$ cat src/rtl/pwrdn_pkg.sv
package pwrdn_pkg;

   typedef enum logic [1:0] {
      SLOT_OTHER = 2'd0,
      SLOT_ARM   = 2'd1,
      SLOT_START = 2'd2
   } slot_kind_e;

   typedef struct packed {
      logic en;
      logic st;
      logic pd;
   } seq_state_t;

endpackage

$ cat src/rtl/pds_wr_decode.sv
module pds_wr_decode
   import pwrdn_pkg::*;
#(
   parameter int unsigned     ADDR_W    = 8,
   parameter int unsigned     DATA_W    = 8,
   parameter logic [ADDR_W-1:0] CTRL_ADDR = 8'h87,
   parameter logic [ADDR_W-1:0] ADDR_MASK = '1,
   parameter int unsigned     EN_POS    = 1,
   parameter int unsigned     ST_POS    = 0
) (
   input  logic              wr_en_i,
   input  logic [ADDR_W-1:0] wr_addr_i,
   input  logic [DATA_W-1:0] wr_data_i,
   output slot_kind_e        kind_o
);

   localparam logic [ADDR_W-1:0] MATCH_VAL = CTRL_ADDR & ADDR_MASK;
   localparam bit                FULL_CMP  = (ADDR_MASK == {ADDR_W{1'b1}});

   logic addr_hit;

   generate
      if (FULL_CMP) begin : g_full
         assign addr_hit = (wr_addr_i == CTRL_ADDR);
      end else begin : g_masked
         assign addr_hit = ((wr_addr_i & ADDR_MASK) == MATCH_VAL);
      end
   endgenerate

   logic hit;
   assign hit = wr_en_i & addr_hit;

   always_comb begin
      kind_o = SLOT_OTHER;
      if (hit && wr_data_i[ST_POS]) begin
         kind_o = SLOT_START;
      end else if (hit && wr_data_i[EN_POS]) begin
         kind_o = SLOT_ARM;
      end
   end

endmodule

$ cat src/rtl/pds_arm_track.sv
module pds_arm_track
   import pwrdn_pkg::*;
(
   input  logic       clk,
   input  logic       rst_n,
   input  logic       slot_i,
   input  slot_kind_e kind_i,
   output seq_state_t state_o
);

   seq_state_t st_q;

   always_ff @(posedge clk or negedge rst_n) begin
      if (!rst_n) begin
         st_q <= '0;
      end else if (st_q.pd) begin
         st_q.en <= 1'b0;
         st_q.st <= 1'b0;
      end else if (st_q.st) begin
         st_q.pd <= 1'b1;
         st_q.st <= 1'b0;
         st_q.en <= 1'b0;
      end else if (slot_i) begin
         unique case (kind_i)
            SLOT_ARM: begin
               st_q.en <= 1'b1;
            end
            SLOT_START: begin
               st_q.st <= st_q.en;
               st_q.en <= 1'b0;
            end
            default: begin
               st_q.en <= 1'b0;
            end
         endcase
      end
   end

   assign state_o = st_q;

endmodule

$ cat src/rtl/pwrdn_entry_seq.sv
module pwrdn_entry_seq
   import pwrdn_pkg::*;
#(
   parameter int unsigned       ADDR_W    = 8,
   parameter int unsigned       DATA_W    = 8,
   parameter logic [ADDR_W-1:0] CTRL_ADDR = 8'h87,
   parameter logic [ADDR_W-1:0] ADDR_MASK = '1,
   parameter int unsigned       EN_POS    = 1,
   parameter int unsigned       ST_POS    = 0
) (
   input  logic              clk,
   input  logic              rst_n,
   input  logic              instr_done_i,
   input  logic              wr_en_i,
   input  logic [ADDR_W-1:0] wr_addr_i,
   input  logic [DATA_W-1:0] wr_data_i,
   output logic              en_bit_o,
   output logic              start_bit_o,
   output logic              pd_req_o
);

   generate
      if (EN_POS >= DATA_W) begin : g_bad_en
         $error("enable bit position outside data width");
      end
      if (ST_POS >= DATA_W) begin : g_bad_st
         $error("start bit position outside data width");
      end
      if (EN_POS == ST_POS) begin : g_bad_same
         $error("enable and start bits must differ");
      end
      if (ADDR_W < 1) begin : g_bad_aw
         $error("address width must be at least 1");
      end
   endgenerate

   slot_kind_e kind;
   seq_state_t state;

   pds_wr_decode #(
      .ADDR_W   (ADDR_W),
      .DATA_W   (DATA_W),
      .CTRL_ADDR(CTRL_ADDR),
      .ADDR_MASK(ADDR_MASK),
      .EN_POS   (EN_POS),
      .ST_POS   (ST_POS)
   ) dec_i (
      .wr_en_i  (wr_en_i),
      .wr_addr_i(wr_addr_i),
      .wr_data_i(wr_data_i),
      .kind_o   (kind)
   );

   pds_arm_track trk_i (
      .clk    (clk),
      .rst_n  (rst_n),
      .slot_i (instr_done_i),
      .kind_i (kind),
      .state_o(state)
   );

   assign en_bit_o    = state.en;
   assign start_bit_o = state.st;
   assign pd_req_o    = state.pd;

endmodule

$ cat config.mk
export PLATFORM = sky130hd
export DESIGN_NAME = pwrdn_entry_seq
export DESIGN_NICKNAME = d
export VERILOG_FILES = /design/src/rtl/pwrdn_pkg.sv /design/src/rtl/pds_wr_decode.sv /design/src/rtl/pds_arm_track.sv /design/src/rtl/pwrdn_entry_seq.sv
export SDC_FILE = /design/constraint.sdc
export NUM_CORES = 1
export LEC_CHECK = 0
export BUFFER_PORTS_ARGS = -buffer_cell sky130_fd_sc_hd__buf_2
export CAP_MARGIN = 10
export CELL_PAD_IN_SITES_DETAIL_PLACEMENT = 0
export CELL_PAD_IN_SITES_GLOBAL_PLACEMENT = 2
export CORE_MARGIN = 3
export CORE_UTILIZATION = 10
export CTS_BUF_LIST = sky130_fd_sc_hd__clkbuf_8
export DETAILED_ROUTE_END_ITERATION = 16
export GPL_TIMING_DRIVEN = 0
export PLACE_DENSITY = 0.67
export SLEW_MARGIN = 30
export SYNTH_ARGS = -nofsm -noshare
export SYNTH_HDL_FRONTEND = slang
export SYNTH_SLANG_ARGS = --single-unit
$ cat constraint.sdc
create_clock -name clk -period 0.8 [get_ports clk]
set_input_delay 0.16 -clock clk [delete_from_list [all_inputs] [get_ports clk]]
set_output_delay 0.16 -clock clk [all_outputs]
set_load 0.02 [all_outputs]
==> out/summary.txt <==
STATUS
----------------------------------------------------------------------------
Outcome ....................................................... finished with violations
Violations in the final reports ............................... negative setup slack

CRITICAL PATH
----------------------------------------------------------------------------
Depth of the most critical reg-to-reg path ....................            3
Buffers and inverters on the worst path .......................            1
Slowest cell on the critical path .............................      dfrtp_2
Critical-path maximum fanout ..................................            2
Nature of the critical path startpoint ........................    flip-flop
Reg-to-reg slack, setup .......................................     -0.08 ns
Critical Path End Type ........................................ primary output
Critical Setup Path Class .....................................      reg2out
Worst path depth ..............................................            1
Delay of the slowest critical-path stage ......................      0.41 ns
Worst endpoint data arrival time ..............................      0.77 ns
Crit path required time .......................................      0.64 ns
Capture instance of the worst register-to-register path ....... trk_i.state_o[2]$_DFFE_PN0P_
CP Cell Sequence ..............................................        buf_6
Family with the most delay on the worst path ..................   flip-flops
Reg2reg start ................................................. trk_i.state_o[1]$_DFF_PN0_

SYNTHESIS
----------------------------------------------------------------------------
Flop and latch count out of synthesis .........................            3
Cells taking the most area after synthesis .................... dfrtp_1 (54%), and4bb_2 (9.0%), nand4_1 (9.0%)
Share of the synthesized area in the top cell type ............        54.1%
Post-Synthesis Cells ..........................................           13
Mean instance size in the synthesized netlist .................     10.7 um2
Netlist area before placement .................................      139 um2
Largest area contributor in the netlist .......................      dfrtp_1
Count of distinct cell types in the synthesized netlist .......            9
Sequential element share of the synthesized area ..............        54.1%
Yosys synthesis warning count .................................            0
Post-Synthesis Net Count ......................................           33

CLOCKING
----------------------------------------------------------------------------
H-Tree Depth ..................................................            1
CTS tree ......................................................          yes
Clock tree buffer depth .......................................            2
Clock Pin Slew Worst Setup and Hold Paths .....................      0.03 ns
Clock root buffer .............................................     clkbuf_8
CTS buffer count ..............................................            3
Sinks on the clock net ........................................            3
Later-pin clock latency in the skew report ....................      0.21 ns

GLOBAL ROUTE
----------------------------------------------------------------------------
Pin count of the biggest net entering global routing ..........            5
Antenna violations before repair ..............................            0
Wire length of the first global-routing pass ..................       841 um
Global-route usage over all layers ............................        6.31%
Via count of the first global-routing pass ....................          222
Final global-route overflow total .............................            0

TIMING
----------------------------------------------------------------------------
Post-route clock period utilization ...........................         116%
RSZ-0062 raised after global routing ..........................          yes
Headroom to the max-slew limit ................................        91.8%
Number of endpoints failing setup at the final stage ..........            6
Maximum achievable frequency ..................................     1080 MHz
Total Neg Setup Slack .........................................    -0.450 ns
Final hold vios ...............................................            0
Final critical-path setup slack ...............................    -0.126 ns
Pins over their slew limit ....................................            0
Time the final worst path needs with I/O delays and setup .....     0.926 ns
Max Clock Skew ................................................   0.00194 ns
Slew at the pin closest to its max-slew limit .................     0.123 ns

POWER AND IR DROP
----------------------------------------------------------------------------
Pwr per Cell Area .............................................  1830 mW/mm2
Static power due to leakage ...................................     0.171 nW
Worst ir drop on vdd ..........................................       556 uV

FINAL LAYOUT
----------------------------------------------------------------------------
Growth of design area from synthesis to finish ................         144%
Antenna fix cells .............................................            0
Final cell count without fillers ..............................           50
Most common library cell in the layout ignoring fill and taps .        buf_2
Fraction of layout cells with a size suffix above 1 ...........        72.2%
Most used cells in the layout excluding fill and tap cells .... buf_2 (13), buf_6 (4), clkbuf_8 (3), nand4_1 (2), dfrtp_2 (2)
Flip-flop count of the largest register after layout ..........            3
Nets ..........................................................           57

DETAILED ROUTING
----------------------------------------------------------------------------
Drt via density ...............................................         3.88
Post-route DRC ................................................            0
Residual antenna-violating net count after detailed routing ...            0
First-pass DRT Iterations .....................................            2
Via count of the routed design ................................          194
Detailed Route Iter0 Violations ...............................            4
Total detailed-routing wirelength .............................       503 um
Detail-routed net length per standard cell ....................      10.1 um

HOLD PATH
----------------------------------------------------------------------------
Cell count of the worst hold path .............................            3
Kind of path behind the tightest hold check ...................       in2reg
Source of the worst hold timing path .......................... wr_data_i[0]
Capture endpoint of the worst hold path ....................... trk_i.state_o[1]$_DFF_PN0_

FLOORPLANNING
----------------------------------------------------------------------------
Vertical extent of the die ....................................      43.3 um
Core Box Area .................................................  0.00120 mm2
Standard-cell row count .......................................           12
Initial cell density of the core ..............................        11.6%
Full die area .................................................  0.00187 mm2
IO Pins .......................................................           23
Width of the die ..............................................      43.3 um

FLOW RUN
----------------------------------------------------------------------------
Number of maximum-capacitance violations ......................            0

PLACE
----------------------------------------------------------------------------
Cell count after placement ....................................           43
Count of buffers inserted at the top-level ports ..............           16
Routability Congestion ........................................        0.717
Post-DP HPWL ..................................................       410 um

==> repair_timing <==
item | CTS | global route
hold endpoints to repair | 3 | 0
gates resized for setup | 6 | 2
setup endpoints to repair | 5 | 6
hold buffers | 1 | 0
pin swaps | 2 | 0
buffers inserted | 2 | 0
==> worst max path at each step <==
stage               slack (ns)                            to                       start
floorplan                -0.06  trk_i.state_o[2]$_DFFE_PN0P_  trk_i.state_o[0]$_DFF_PN0_
global placement         -0.05  trk_i.state_o[2]$_DFFE_PN0P_                wr_addr_i[1]
detailed placement       -0.07  trk_i.state_o[2]$_DFFE_PN0P_                wr_addr_i[1]
CTS                      -0.13                   start_bit_o  trk_i.state_o[1]$_DFF_PN0_
global route             -0.14                      pd_req_o  trk_i.state_o[0]$_DFF_PN0_
finish                   -0.13                   start_bit_o  trk_i.state_o[1]$_DFF_PN0_
==> per-layer routing <==
| metal | vias up | global-route usage (%) | wire length, um |
|---|---|---|---|
| li1 | 94 | - | - |
| met1 | 82 | 7.21 | 222 |
| met2 | 18 | 8.85 | 202 |
| met3 | 0 | 3.81 | 78 |
| met4 | 0 | 3.61 | 0 |
| met5 | - | 0 | 0 |
==> logic make-up after synthesis <==
| group | Yosys count | synth area share (%) |
|---|---|---|
| DFF | 3 | 54.1 |
| buffers and inverters | 1 | 2.70 |
| and+or+nand+nor | 8 | 39.6 |
| AOI/OAI and AO/OA | 1 | 3.60 |
==> report_power, final <==
part	total, W	switching (W)	leakage [nW]	internal (W)
clock	0.000426	0.0000992	0.0269	0.000327
sequential	0.000153	0.0000000233	0.0386	0.000153
combinational	0.0000429	0.0000132	0.105	0.0000297
==> cells in the mapped netlist (all sizes together) <==
master / instances
dfrtp: 3
nand4: 2
nor2: 2
and4bb: 1
inv: 1
nand3b: 1
nand4b: 1
o21ai: 1
or3: 1
==> final cells by class <==
cell class | instances | area (um2)
flip-flops and latches | 3 | 77.6
multi-input cells | 9 | 67.6
repair buffers | 19 | 128
clock inverters | 1 | 3.75
clock buffers | 3 | 41.3
inverters | 1 | 3.75
fillers | 139 | 862
well taps | 14 | 17.5
==> per-stage QoR <==
step	setup slack [ns]	utilization [%]	hold slack (ns)	cell area, um2	power (W)
floorplan	-0.0600	-	-0.136	149	0.000160
global placement	-0.0546	20.5	-0.0432	246	0.000193
detailed placement	-0.0733	20.5	-0.0405	246	0.000194
CTS	-0.132	27.9	0.211	335	0.000633
global route	-0.144	28.2	0.234	339	0.000650
finish	-0.126	28.2	0.212	339	0.000622
Note: power is estimated with default switching activity, not from simulation.
